<file path="src/rtl/sgPkg.sv">
package sgPkg;
  localparam int PTR_W       = 32;
  localparam int EXT_W       = 4;
  localparam int ADDR_W      = PTR_W + EXT_W;
  localparam int LEN_W       = 16;
  localparam int ENTRY_W     = 64;
  localparam int ENTRY_BYTES = ENTRY_W / 8;
  localparam int LAST_BIT    = 41;
  localparam int NEXT_BIT    = 40;

  typedef enum logic [1:0] {
    ERR_NONE     = 2'd0,
    ERR_ZEROLEN  = 2'd1,
    ERR_MISMATCH = 2'd2,
    ERR_NEXTLEN  = 2'd3
  } errCode_t;

  typedef struct packed {
    logic     loadStart;
    logic     jumpTable;
    logic     stepEntry;
    logic     takeSeg;
    logic     setErr;
    errCode_t errVal;
  } dpCtl_t;

  typedef struct packed {
    logic isNext;
    logic lenZero;
    logic overRun;
    logic exactSum;
    logic isLast;
    logic segLast;
  } dpFlags_t;
endpackage

</file>
<file path="src/rtl/sgDatapath.sv">
module sgDatapath
  import sgPkg::*;
#(
  parameter int TOTAL_W = 20
) (
  input  logic                clk,
  input  logic                rstN,
  input  dpCtl_t              ctl,
  input  logic [ADDR_W-1:0]   startAddr,
  input  logic [TOTAL_W-1:0]  startTotal,
  input  logic                extEn,
  input  logic [ENTRY_W-1:0]  rspData,
  output logic [ADDR_W-1:0]   fetchAddr,
  output logic [ADDR_W-1:0]   segAddr,
  output logic [LEN_W-1:0]    segLen,
  output errCode_t            errCode,
  output dpFlags_t            flags
);
  localparam int SUM_W = TOTAL_W + 1;

  logic [LEN_W-1:0]   fLen;
  logic [EXT_W-1:0]   fExt;
  logic [PTR_W-1:0]   fPtr;
  logic               fLast;
  logic               fNext;
  logic [ADDR_W-1:0]  entryAddr;
  logic [SUM_W-1:0]   sumR;
  logic [SUM_W-1:0]   newSum;
  logic [TOTAL_W-1:0] totalR;
  logic               segLastR;

  // field split of the entry just read
  assign fLen  = rspData[ENTRY_W-1 -: LEN_W];
  assign fLast = rspData[LAST_BIT];
  assign fNext = rspData[NEXT_BIT];
  assign fExt  = rspData[PTR_W +: EXT_W];
  assign fPtr  = rspData[PTR_W-1:0];

  assign entryAddr = {(extEn ? fExt : {EXT_W{1'b0}}), fPtr};
  assign newSum    = sumR + SUM_W'(fLen);

  assign flags.isNext   = fNext;
  assign flags.lenZero  = (fLen == '0);
  assign flags.overRun  = (newSum > SUM_W'(totalR));
  assign flags.exactSum = (newSum == SUM_W'(totalR));
  assign flags.isLast   = fLast;
  assign flags.segLast  = segLastR;

  always_ff @(posedge clk or negedge rstN) begin
    if (!rstN) begin
      fetchAddr <= '0;
      sumR      <= '0;
      totalR    <= '0;
      segAddr   <= '0;
      segLen    <= '0;
      segLastR  <= 1'b0;
      errCode   <= ERR_NONE;
    end else begin
      if (ctl.loadStart) begin
        fetchAddr <= startAddr;
        sumR      <= '0;
        totalR    <= startTotal;
        segLastR  <= 1'b0;
        errCode   <= ERR_NONE;
      end
      if (ctl.jumpTable) fetchAddr <= entryAddr;
      if (ctl.stepEntry) fetchAddr <= fetchAddr + ADDR_W'(ENTRY_BYTES);
      if (ctl.takeSeg) begin
        segAddr  <= entryAddr;
        segLen   <= fLen;
        segLastR <= fLast;
        sumR     <= newSum;
      end
      if (ctl.setErr) errCode <= ctl.errVal;
    end
  end

  // the committed total never passes the requested count
  p_sum_bound_r8: assert property (@(posedge clk) disable iff (!rstN)
    sumR <= SUM_W'(totalR));

  // a committed descriptor never carries a zero length
  p_seg_len_r6: assert property (@(posedge clk) disable iff (!rstN)
    $rose(segLastR) |-> segLen != '0);
endmodule

</file>
<file path="src/rtl/sgControl.sv">
module sgControl
  import sgPkg::*;
(
  input  logic     clk,
  input  logic     rstN,
  input  logic     start,
  input  logic     memReqReady,
  input  logic     memRspValid,
  input  logic     segReady,
  input  dpFlags_t flags,
  output dpCtl_t   ctl,
  output logic     memReqValid,
  output logic     segValid,
  output logic     busy,
  output logic     done
);
  typedef enum logic [2:0] {S_IDLE, S_FETCH, S_WAIT, S_EMIT, S_DONE} state_t;

  state_t state, stateNext;

  always_comb begin
    ctl       = '0;
    stateNext = state;
    unique case (state)
      S_IDLE, S_DONE: begin
        if (start) begin
          ctl.loadStart = 1'b1;
          stateNext     = S_FETCH;
        end
      end
      S_FETCH: begin
        if (memReqReady) stateNext = S_WAIT;
      end
      S_WAIT: begin
        if (memRspValid) begin
          if (flags.isNext) begin
            if (!flags.lenZero) begin
              ctl.setErr = 1'b1;
              ctl.errVal = ERR_NEXTLEN;
              stateNext  = S_DONE;
            end else begin
              ctl.jumpTable = 1'b1;
              stateNext     = S_FETCH;
            end
          end else if (flags.lenZero) begin
            ctl.setErr = 1'b1;
            ctl.errVal = ERR_ZEROLEN;
            stateNext  = S_DONE;
          end else if (flags.overRun || (flags.isLast && !flags.exactSum)) begin
            ctl.setErr = 1'b1;
            ctl.errVal = ERR_MISMATCH;
            stateNext  = S_DONE;
          end else begin
            ctl.takeSeg = 1'b1;
            stateNext   = S_EMIT;
          end
        end
      end
      S_EMIT: begin
        if (segReady) begin
          if (flags.segLast) begin
            stateNext = S_DONE;
          end else begin
            ctl.stepEntry = 1'b1;
            stateNext     = S_FETCH;
          end
        end
      end
      default: stateNext = S_IDLE;
    endcase
  end

  always_ff @(posedge clk or negedge rstN) begin
    if (!rstN) state <= S_IDLE;
    else       state <= stateNext;
  end

  assign memReqValid = (state == S_FETCH);
  assign segValid    = (state == S_EMIT);
  assign done        = (state == S_DONE);
  assign busy        = (state == S_FETCH) || (state == S_WAIT) || (state == S_EMIT);

  p_req_hold_r11: assert property (@(posedge clk) disable iff (!rstN)
    memReqValid && !memReqReady |=> memReqValid);

  p_seg_hold_r10: assert property (@(posedge clk) disable iff (!rstN)
    segValid && !segReady |=> segValid);

  p_quiet_after_done_r9: assert property (@(posedge clk) disable iff (!rstN)
    done && !start |=> done && !memReqValid);

  p_busy_start_r12: assert property (@(posedge clk) disable iff (!rstN)
    busy && start && !(segValid && segReady) && !memRspValid |=> busy);

  p_excl_r1: assert property (@(posedge clk) disable iff (!rstN)
    $onehot0({memReqValid, segValid, done}));
endmodule

</file>
<file path="src/rtl/sgWalker.sv">
module sgWalker
  import sgPkg::*;
#(
  parameter int TOTAL_W = 20
) (
  input  logic               clk,
  input  logic               rstN,
  input  logic               start,
  input  logic [35:0]        startAddr,
  input  logic [TOTAL_W-1:0] startTotal,
  input  logic               extEn,
  output logic               memReqValid,
  input  logic               memReqReady,
  output logic [35:0]        memReqAddr,
  input  logic               memRspValid,
  input  logic [63:0]        memRspData,
  output logic               segValid,
  input  logic               segReady,
  output logic [35:0]        segAddr,
  output logic [15:0]        segLen,
  output logic               busy,
  output logic               done,
  output logic               errFlag,
  output logic [1:0]         errCode
);
  dpCtl_t   ctl;
  dpFlags_t flags;
  errCode_t errState;

  sgControl u_ctrl (
    .clk         (clk),
    .rstN        (rstN),
    .start       (start),
    .memReqReady (memReqReady),
    .memRspValid (memRspValid),
    .segReady    (segReady),
    .flags       (flags),
    .ctl         (ctl),
    .memReqValid (memReqValid),
    .segValid    (segValid),
    .busy        (busy),
    .done        (done)
  );

  sgDatapath #(.TOTAL_W(TOTAL_W)) u_dp (
    .clk        (clk),
    .rstN       (rstN),
    .ctl        (ctl),
    .startAddr  (startAddr),
    .startTotal (startTotal),
    .extEn      (extEn),
    .rspData    (memRspData),
    .fetchAddr  (memReqAddr),
    .segAddr    (segAddr),
    .segLen     (segLen),
    .errCode    (errState),
    .flags      (flags)
  );

  assign errCode = errState;
  assign errFlag = (errState != ERR_NONE);

  p_addr_stable_r11: assert property (@(posedge clk) disable iff (!rstN)
    memReqValid && !memReqReady |=> $stable(memReqAddr));

  p_seg_stable_r10: assert property (@(posedge clk) disable iff (!rstN)
    segValid && !segReady |=> $stable(segAddr) && $stable(segLen));

  p_err_done_r9: assert property (@(posedge clk) disable iff (!rstN)
    errFlag |-> done);

  p_seg_nonzero_r6: assert property (@(posedge clk) disable iff (!rstN)
    segValid |-> segLen != 16'd0);
endmodule

</file>
<file path="config.mk">
export PLATFORM = sky130hd
export DESIGN_NAME = sgWalker
export DESIGN_NICKNAME = d
export VERILOG_FILES = /design/src/rtl/sgPkg.sv /design/src/rtl/sgDatapath.sv /design/src/rtl/sgControl.sv /design/src/rtl/sgWalker.sv
export SDC_FILE = /design/constraint.sdc
export NUM_CORES = 1
export LEC_CHECK = 0
export BUFFER_PORTS_ARGS = -buffer_cell sky130_fd_sc_hd__buf_4
export CAP_MARGIN = 20
export CORE_UTILIZATION = 57
export CTS_BUF_LIST = sky130_fd_sc_hd__clkbuf_16
export DETAILED_ROUTE_END_ITERATION = 6
export PLACE_DENSITY = 0.84
export SLEW_MARGIN = 10
export SYNTH_ARGS = -nofsm -noshare
export SYNTH_HDL_FRONTEND = slang
export SYNTH_HIERARCHICAL = 1
export SYNTH_SLANG_ARGS = --single-unit
</file>
<file path="constraint.sdc">
create_clock -name clk -period 9.05 [get_ports clk]
set_clock_uncertainty 0.2 [all_clocks]
set_input_delay 0.4525 -clock clk [delete_from_list [all_inputs] [get_ports clk]]
set_output_delay 0.4525 -clock clk [all_outputs]
set_load 0.02 [all_outputs]
</file>
==> summary.md, run 1 <==
| Metric | Value |
|---|---|
| Final antenna-violating net count | `0` |
| Power per cell area | `329 nW/um^2` |
| Register area | `3380 sq um` |
| Hold WS | `43.0 ps` |
| Area of the multi-input gates | `4170 sq um` |
| FMAX | `156 MHz` |
| Register area share after synthesis | `42.7%` |
| Asr flop ratio synth | `100%` |
| Syn_area_per_cell | `9.64 sq um` |
| Average wire per standard cell | `18.1 um` |
| Leakage | `4.85 nW` |
| Slew HR | `33.8%` |
| Setup ws final | `2650 ps` |
| Initial antenna violation count | `0` |
| Cell row count | `42` |
| Ys flop type | `dfrtp_1` |
| Clock Tree Buf Depth | `2` |
| Residual DRC count | `0` |
| Int Pwr | `0.00195 W` |
| CP arrival | `6550 ps` |
| Post-synth EDFFs | `0` |
| DR pass1 iterations | `6` |
| Adder-Cell Fraction of Synth Area | `6.27%` |
| Num CTS Buffers | `17` |
| Resize count post-CTS | `0` |
| Area leader, netlist | `dfrtp_1` |
| Critical path type | `flip-flop to flip-flop` |
| Yosys warns | `6` |
| Finished Layout Cells | `1,200` |
| Post-synthesis xor/xnor area fraction | `2.99%` |
| Die area | `14,300 sq um` |
| IO buf count | `211` |
| R2R cell count | `20` |
| Tmin final | `6400 ps` |
| Max Cap Viol | `0` |
| Skew-Pair Late Insertion Delay | `420 ps` |
| Hpwl dp | `15,500 um` |
| Layout Nets | `1,177` |
| TritonCTS clock tree | `done` |
| Most frequent cells in the layout | `buf_4, dfrtp_1, nor2_1` |
| Reg-to-Reg End | `u_dp/sumR[18]$_DFFE_PN0P_` |
| Final instance area | `10,100 sq um` |
| Mux cell area share after synthesis | `10.3%` |
| Worst Path Required | `9200 ps` |
| Core area | `13,400 sq um` |
| Worst-path maximum fanout | `31` |
| Post-Syn Instances | `820` |
| Net count after synthesis | `986` |
| Slew Limit Fails | `0` |
| Pre-CTS setup slack | `2500 ps` |
| Vias/cell | `6.05` |
| Slew @ Worst Pin | `985 ps` |
| Most common cell after layout, fill and taps aside | `buf_4` |
| Mapped Area | `7910 sq um` |
| Share of cells above drive strength 1 | `30.3%` |
| Antenna diodes | `0` |
| Dpl cell area | `9560 sq um` |
| Setup TNS | `0 ps` |
| CTS clk-pin slew, worst paths | `60 ps` |
| Overflow after GRT | `0` |
| Top-area cell type share of the netlist area | `42.7%` |
| Fillers | `975` |
| Post-synthesis simple-gate area fraction | `14.6%` |
| Clock sinks | `135` |
| Placed cells | `1,166` |
| Largest net degree at the start of global routing | `80` |
| Initial DRC count | `600` |
| # setup viols final | `0` |
| Crit Reg-Reg Startpoint | `u_dp/sumR[0]$_DFFE_PN0P_` |
| Initial Util | `59.0%` |
| Ports | `222` |
| Worst Hold Depth | `3` |
| RSZ-0062 raised after global routing | `false` |
| Synth Area in Compound Gates | `18.4%` |
| Number of distinct library cells after synthesis | `66` |
| Worst VDD drop | `194 uV` |
| Comb pwr share | `49.4%` |
| Switching Power | `0.00138 W` |
| HP Class | `primary input to flip-flop` |
| Register bit total from synthesis | `135` |
| Status | `completed` |
| Crit path launch type | `flip-flop` |
| Die Y | `120 um` |
| DIE WIDTH | `120 um` |
| Largest family of logic cells by synthesized area | `compound AO/OA/AOI/OAI gates` |
| Clock group share of total power | `18.5%` |
| Net Sw Frac | `41.5%` |
| Clock tree root driver cell | `clkbuf_16` |
| Crit end category | `flip-flop` |
| Final hold violations | `0` |
| Vias | `7,256` |
| RePlAce Congestion | `0.878` |
| Hold path endpoint | `u_dp/totalR[4]$_DFFE_PN0P_` |
| H-Tree Depth | `4` |
| Reg2reg setup slack | `2650 ps` |
| Global Route Usage Sum | `30.8%` |
| Crit share post-route | `70.7%` |
| Sequential Power Share | `32.1%` |
| Post-Route WL | `21,700 um` |
| Layout area overhead | `28.0%` |
| Number of global-route vias before repair | `6,911` |
| Min-delay src | `startTotal[4]` |
| Synth top area cells | `dfrtp_1, mux2_2, ha_1` |
| First-pass GRT wire length | `34,600 um` |
-- synthesized netlist by cell type, types with 8 or more instances --
cell	instances
dfrtp_1	135
nor2_1	70
nand2_1	59
o21ai_0	56
mux2_2	52
a21oi_1	48
ha_1	38
inv_1	38
clkbuf_1	37
nand3_1	26
mux2i_1	23
a211oi_1	19
a22o_1	18
and3_1	16
a21o_1	15
nor3_1	14
xnor2_1	14
xor2_1	13
nand4_1	11
a31oi_1	10
nor4_1	8
-- area by class of cell --
type | instances | share of cell area (%)
Inverter | 38 | 1.41
Clock inverter | 15 | 0.964
Multi-Input combinational cell | 598 | 41.2
Clock buffer | 17 | 4.20
Timing Repair Buffer | 221 | 16.7
Tap cell | 176 | 2.18
Sequential cell | 135 | 33.4
-- routing by layer --
layer,up-vias,wire length (um),GRT usage (%)
met5,-,0,0
met4,0,522,11.9
met3,40,1500,5.94
met2,333,10400,49.7
met1,3502,9270,40.9
li1,3381,-,-
-- critical path: stages (launching register included) --
cell and delay [ps]:
dfrtp_1 400, ha_1 230, fa_1 430, a211oi_1 310, o21ai_0 300, a311oi_1 410, o21bai_1 150, xor2_1 260
ha_1 310, a21o_1 170, a21o_1 170, a221o_1 290, nand2_1 70, o211ai_1 70, a21o_1 200, nor2_1 240
and3_1 240, nor2b_4 780, inv_1 430, or4_1 590, nand3_1 90
-- power groups by stage --
stage / clock (W) / sequential [W] / combinational, W
floorplan: 0 / 0.00126 / 0.000825
CTS: 0.000625 / 0.00107 / 0.00164
detailed placement: 0 / 0.00107 / 0.00162
finish: 0.000617 / 0.00107 / 0.00165
global route: 0.000650 / 0.00111 / 0.00179
global placement: 0 / 0.00106 / 0.00157
-- what timing repair did --
item                      CTS  global route
hold endpoints to repair   56             0
hold buffers                1             0
setup buffers               0             0
-- metrics by stage --
step           utilization (%)  total power (W)
5_1_grt                   75.5          0.00354
3_3_place_gp              71.3          0.00263
6_report                  75.5          0.00333
2_1_floorplan                -          0.00208
4_1_cts                   75.3          0.00333
3_5_place_dp              71.3          0.00269
-- sequential cells by signal (all words and copies together), names as in the netlist --
register        flops
u_dp/fetchAddr     36
u_dp/segAddr       36
u_dp/sumR          21
u_dp/totalR        20
u_dp/segLen        16
u_ctrl/state        3
u_dp/errCode        2
u_dp/segLastR       1
-- how the worst max path moves through the flow --
stage	slack [ps]	cells after the start	from	to
3_5_place_dp	2500	21	memRspData[48]	u_dp/sumR[18]$_DFFE_PN0P_
4_1_cts	2710	20	u_dp/sumR[0]$_DFFE_PN0P_	u_dp/sumR[18]$_DFFE_PN0P_
2_1_floorplan	3850	20	memRspData[48]	u_dp/segAddr[0]$_DFFE_PN0P_
3_3_place_gp	2720	21	memRspData[48]	u_dp/sumR[18]$_DFFE_PN0P_
6_report	2650	20	u_dp/sumR[0]$_DFFE_PN0P_	u_dp/sumR[18]$_DFFE_PN0P_
5_1_grt	2240	20	u_dp/sumR[0]$_DFFE_PN0P_	u_dp/sumR[18]$_DFFE_PN0P_
-- cell families after synthesis --
logic type               count (synthesis)
AO/OA/AOI/OAI                          220
XOR/XNOR                                27
adder cells (fa/ha/maj)                 39
buffers and inverters                   87
flip-flops                             135
multiplexers                            75
AND/OR/NAND/NOR                        237
Note: power is estimated with default switching activity, not from simulation.
==> run 2: changes to the inputs <==
- CORE_UTILIZATION: 57 -> 48
- PLACE_DENSITY: 0.84 -> 0.75
- clock period: 9.05 -> 5.5 ns (I/O delays scaled with it)
==> run 2 against run 1 <==
Against the previous run:
- first-iteration DRC count fell by 16%
- clock power increased by 82%
- die area grew 18%
- sequential share of layout area decreased by 3.2 points
- cell count up 11%
- cell area grew 10%
- register-to-register slack lost 2200 ps
- sequential cell count unchanged
- critical endpoint is now u_dp/segAddr[35]$_DFFE_PN0P_
==> summary.md, run 2 (synthesis gave the netlist of run 1 again) <==
| Metric | Value |
|---|---|
| CP arrival | `5330 ps` |
| Most common cell after layout, fill and taps aside | `buf_4` |
| Average wire per standard cell | `17.9 um` |
| Reg-to-Reg End | `u_dp/segAddr[35]$_DFFE_PN0P_` |
| Crit path to | `u_dp/segAddr[35]$_DFFE_PN0P_` |
| Worst-path maximum fanout | `11` |
| First-pass GRT wire length | `36,000 um` |
| Status | `completed` |
| Crit end category | `flip-flop` |
| Clock Tree Buf Depth | `2` |
| Layout Nets | `1,270` |
| Residual DRC count | `0` |
| Die Y | `130 um` |
| Antenna diodes | `0` |
| Worst VDD drop | `302 uV` |
| Share of cells above drive strength 1 | `29.1%` |
| Area of the multi-input gates | `4200 sq um` |
| Clock sinks | `135` |
| Finished Layout Cells | `1,331` |
| Top flop regs | `u_dp/fetchAddr x36, u_dp/segAddr x36, u_dp/sumR x21` |
| H-Tree Depth | `4` |
| Reg2reg setup slack | `440 ps` |
| Initial antenna violation count | `0` |
| Final antenna-violating net count | `0` |
| TritonCTS clock tree | `done` |
| Slew Limit Fails | `0` |
| HP Class | `primary input to flip-flop` |
| Crit path launch type | `primary input` |
| Global Route Usage Sum | `27.6%` |
| R2R cell count | `20` |
| Initial DRC count | `506` |
| Clock tree root driver cell | `clkbuf_16` |
| FMAX | `193 MHz` |
| Power per cell area | `507 nW/um^2` |
| IO buf count | `211` |
| Largest net degree at the start of global routing | `78` |
| Final instance area | `11,200 sq um` |
| DR pass1 iterations | `5` |
| Fillers | `1,201` |
| Vias | `7,528` |
| Worst Path Required | `5640 ps` |
| Overflow after GRT | `0` |
| CTS clk-pin slew, worst paths | `60 ps` |
| Skew-Pair Late Insertion Delay | `430 ps` |
| Num CTS Buffers | `17` |
| Layout area overhead | `41.4%` |
| Max Cap Viol | `0` |
| Vias/cell | `5.66` |
| Core area | `16,000 sq um` |
| Final hold violations | `0` |
| Post-Route Utilization | `69.9%` |
| Initial Util | `49.4%` |
| Crit share post-route | `94.4%` |
| RePlAce Congestion | `0.889` |
| Register area | `3380 sq um` |
| Hpwl dp | `15,800 um` |
| Slew HR | `28.5%` |
| Slew @ Worst Pin | `1070 ps` |
| Critical path type | `primary input to flip-flop` |
| Die area | `17,000 sq um` |
| Placed cells | `1,211` |
| Leakage | `5.27 nW` |
| Ports | `222` |
| Critical Path Start | `memRspData[49]` |
| Dpl cell area | `9660 sq um` |
| # setup viols final | `0` |
| Number of global-route vias before repair | `7,144` |
| Crit Reg-Reg Startpoint | `u_dp/sumR[1]$_DFFE_PN0P_` |
| Post-Route WL | `23,800 um` |
| Cell row count | `46` |
| DIE WIDTH | `130 um` |
| Tmin final | `5190 ps` |
| Most frequent cells in the layout | `buf_4, dfrtp_1, dlygate4sd3_1` |
-- run 2: cell types whose count changed in the layout (fill, tap and decap cells not counted), sizes merged, moves of 2 or more --
| cell | delta |
|---|---|
| clkbuf | +2 |
| clkinv | -2 |
| buf | +6 |
| dlygate4sd3 | +85 |
| bufinv | +2 |
-- run 2: what timing repair did --
item                                    CTS  global route
setup buffers                             0             2
hold endpoints to repair                172             0
hold buffers                             86             0
resized for setup                         0             7
endpoints found under the setup margin    0             4
-- run 2: metal layers --
metal  routed length, um  vias to the layer above  share of wire [%]  GRT usage, %
li1                    -                     3572                  -             -
met1               10500                     3632                 44          36.7
met2               11300                      284                 47          44.4
met3                1560                       40                6.6          6.40
met4                 414                        0                1.7          9.33
met5                   0                        -                  0             0
-- run 2: worst max-delay path: stages --
cell,delay [ps]
dlygate4sd3_1,540
buf_4,160
ha_1,300
a211oi_1,310
o211ai_1,200
a41o_1,290
a21boi_1,260
o31ai_1,150
xor2_1,170
ha_1,310
and4_1,230
a221o_1,350
nand2_1,70
o211ai_1,70
a21o_1,200
nor2_1,120
and3_1,180
nor2b_4,250
buf_12,180
nand3_1,70
dlygate4sd3_1,550
o21ai_0,80
-- run 2: per-stage QoR --
step	hold WS, ps	setup WS [ps]	setup TNS, ps	total power [W]
floorplan	-221	398	0	0.00343
global placement	156	459	0	0.00437
detailed placement	153	388	0	0.00444
CTS	8.77	89.5	0	0.00563
global route	35.4	-4.04	-4.04	0.00604
finish	29.6	306	0	0.00567
-- run 2: worst min-delay path by stage --
stage,start,endpoint,slack [ps],cells after the start
final,memRspValid,u_ctrl/state[1]$_DFFE_PN0P_,30,4
after global routing,startAddr[17],u_dp/fetchAddr[17]$_DFFE_PN0N_,40,4
after CTS,startAddr[17],u_dp/fetchAddr[17]$_DFFE_PN0N_,9,4
after detailed placement,rstN,u_dp/segLen[6]$_DFFE_PN0P_,150,1
after global placement,rstN,u_dp/segLen[6]$_DFFE_PN0P_,160,1
after floorplan,rstN,u_ctrl/state[0]$_DFFE_PN0P_,-220,0
-- run 2: cell type report --
type | instances | share of cell area [%]
clock inverters | 13 | 1.26
multi-input cells | 598 | 37.5
clock buffers | 17 | 3.81
flip-flops and latches | 135 | 30.2
well taps | 216 | 2.42
repair buffers | 314 | 23.5
inverters | 38 | 1.28
-- run 2: where the power goes --
part           switching [W]  internal [W]  leakage (nW)  total [W]
clock network       0.000425      0.000697         0.286    0.00112
registers           0.000343       0.00142          1.69    0.00176
logic                0.00155       0.00124          3.29    0.00279
total                0.00231       0.00336          5.27    0.00567
==> run 3: changes to the inputs <==
- ABC_AREA: not set -> 1
- CORE_UTILIZATION: 48 -> 49
- PLACE_DENSITY: 0.75 -> 0.76
==> run 3 against run 2 <==
Against the previous run:
- sequential cell count is the same
- maximum frequency grew 3.4%
- largest power group unchanged
- largest cell class unchanged
- sequential share of layout area down 1.2 points
- worst hold slack got worse by 8.6 ps
- clock-buffer cell count unchanged
==> summary.md, run 3 <==
| Metric | Value |
|---|---|
| Core area | `16,700 sq um` |
| Worst Path Required | `5610 ps` |
| Clock tree root driver cell | `clkbuf_16` |
| DIE WIDTH | `133 um` |
| Global Route Usage Sum | `31.4%` |
| Syn_area_per_cell | `7.22 sq um` |
| Placed cells | `1,562` |
| TritonCTS clock tree | `done` |
| Layout Nets | `1,614` |
| Initial DRC count | `673` |
| Residual DRC count | `0` |
| Post-synth EDFFs | `0` |
| Post-Route Utilization | `69.7%` |
| Leakage | `6.01 nW` |
| Top-area cell type share of the netlist area | `40.1%` |
| Net Sw Frac | `44.1%` |
| Crit end category | `flip-flop` |
| Synth top area cells | `dfrtp_1, nand2_1, ha_1` |
| Sequential Power Share | `31.8%` |
| Vias/cell | `5.36` |
| Vias | `9,008` |
| Fillers | `1,350` |
| Register area share after synthesis | `40.1%` |
| Slew HR | `31.6%` |
| Die area | `17,700 sq um` |
| Post-Route WL | `27,000 um` |
| CP max stage cell | `dlygate4sd3_1` |
| Die Y | `133 um` |
| Crit share post-route | `91.4%` |
| Final antenna-violating net count | `0` |
| Switching Power | `0.00245 W` |
| # setup viols final | `0` |
| Num CTS Buffers | `17` |
| Skew-Pair Late Insertion Delay | `430 ps` |
| Most frequent cells in the layout | `nand2_1, buf_4, dfrtp_1` |
| Most common cell in the netlist | `nand2_1` |
| Largest net degree at the start of global routing | `87` |
| CP arrival | `5140 ps` |
| Initial Util | `50.4%` |
| Net count after synthesis | `1,332` |
| Layout area overhead | `38.1%` |
| Register bit total from synthesis | `135` |
| Finished Layout Cells | `1,680` |
| First-pass GRT wire length | `43,600 um` |
| CTS Hold Bufs | `87` |
| Ports | `222` |
| FMAX | `199 MHz` |
| Top flop regs | `u_dp/fetchAddr x36, u_dp/segAddr x36, u_dp/sumR x21` |
| CTS clk-pin slew, worst paths | `60 ps` |
| Slew Limit Fails | `0` |
| Worst-path maximum fanout | `60` |
| Status | `completed` |
| Slew @ Worst Pin | `1030 ps` |
| Tmin final | `5030 ps` |
| Critical path type | `primary input to flip-flop` |
| Final hold violations | `0` |
| H-Tree Depth | `4` |
| Ys flop type | `dfrtp_1` |
| RSZ-0062 raised after global routing | `false` |
| Clock group share of total power | `19.8%` |
| Post-Syn Instances | `1,166` |
| Overflow after GRT | `0` |
| HP Class | `primary input to flip-flop` |
| Resize count post-CTS | `0` |
| Clock Tree Buf Depth | `2` |
| Setup TNS | `0 ps` |
| Register area | `3380 sq um` |
| Area of the multi-input gates | `4410 sq um` |
| RePlAce Congestion | `0.954` |
| Crit path launch type | `primary input` |
| Top cell types by occurrence after synthesis | `nand2_1, dfrtp_1, inv_1, nor2_1, o21ai_0` |
| Asr flop ratio synth | `100%` |
| Critical path's largest stage delay | `530 ps` |
| Hpwl dp | `18,900 um` |
| IO buf count | `211` |
| Number of distinct library cells after synthesis | `47` |
| Initial antenna violation count | `0` |
| Total power | `0.00556 W` |
| Mapped Area | `8420 sq um` |
| Max Cap Viol | `0` |
| Clock sinks | `135` |
| CP most frequent cell | `nand2_1` |
| Share of cells above drive strength 1 | `19.9%` |
| Power per cell area | `478 nW/um^2` |
| Cell row count | `47` |
| Antenna diodes | `0` |
| Yosys warns | `6` |
| Post-CTS Setup Bufs | `0` |
| Worst VDD drop | `255 uV` |
| Most common cell after layout, fill and taps aside | `nand2_1` |
| Int Pwr | `0.00311 W` |
| Comb pwr share | `48.4%` |
| Number of global-route vias before repair | `8,656` |
| Average wire per standard cell | `16.1 um` |
| DR pass1 iterations | `5` |
| Area leader, netlist | `dfrtp_1` |
## run 3: cell types whose count changed after synthesis, sizes merged, moves of 9 or more
| cell | delta |
|---|---|
| a211oi | -15 |
| a21o | -14 |
| a21oi | +13 |
| a22o | -9 |
| and3 | -16 |
| inv | +87 |
| mux2 | -52 |
| mux2i | -22 |
| nand2 | +343 |
| nand3 | +22 |
| nor2 | +29 |
| o21ai | +34 |
## run 3: logic make-up (layout without fill, tap and decap cells)
group	Yosys count	after routing	share of synthesized area, %
compound gates	202	202	13.5
xor+xnor	24	24	2.50
fa+ha+maj	39	39	5.88
buf+inv	169	463	7.77
flops	135	135	40.1
mux	1	1	0.119
simple gates	596	596	30.1
## run 3: worst max-delay path, delay by kind of cell
family / cells / cell delay (ps)
adder cells (fa/ha/maj): 3 / 1010
buffers and inverters: 5 / 1260
AO/OA/AOI/OAI: 3 / 480
AND/OR/NAND/NOR: 18 / 2090
## run 3: final timing paths
kind	cells past startpoint	from	slack, ps	endpoint
setup / recovery	29	memRspData[48]	470	u_dp/segAddr[8]$_DFFE_PN0P_
hold / removal	3	startAddr[8]	20	u_dp/fetchAddr[8]$_DFFE_PN0N_
setup reg to reg	27	u_dp/sumR[0]$_DFFE_PN0P_	630	u_dp/segAddr[8]$_DFFE_PN0P_
hold reg to reg	2	u_dp/segAddr[1]$_DFFE_PN0P_	270	u_dp/segAddr[1]$_DFFE_PN0P_
max in group asynchronous	3	rstN	3620	u_dp/segLen[13]$_DFFE_PN0P_
min in group asynchronous	2	rstN	290	u_dp/segAddr[19]$_DFFE_PN0P_
## run 3: layer usage
metal / routed length [um] / GRT usage (%) / vias to the layer above
li1: - / - / 4344
met1: 11500 / 40.5 / 4188
met2: 12800 / 51.8 / 410
met3: 1880 / 6.13 / 66
met4: 863 / 13.0 / 0
met5: 0 / 0 / -
## run 3: stage by stage
stage	setup slack (ps)	area, sq um	hold WS [ps]
2_1_floorplan	1240	8420	-221
3_3_place_gp	761	10200	194
3_5_place_dp	689	10200	200
4_1_cts	563	11600	0.753
5_1_grt	118	11600	32.3
6_report	475	11600	21.0
## run 3: cell type report
| class | instances | share of cell area, % |
|---|---|---|
| multi-input combinational | 862 | 37.9 |
| clock inverter | 14 | 1.17 |
| clock buffer | 17 | 3.66 |
| sequential | 135 | 29.0 |
| timing repair buffer | 307 | 21.8 |
| inverter | 125 | 4.03 |
| tap | 220 | 2.37 |
## run 3: power groups by stage
stage	sequential, W	combinational, W	clock, W
after floorplan	0.00204	0.00131	0
after global placement	0.00176	0.00252	0
after detailed placement	0.00177	0.00259	0
after CTS	0.00176	0.00266	0.00112
after global routing	0.00181	0.00296	0.00117
final	0.00177	0.00269	0.00110
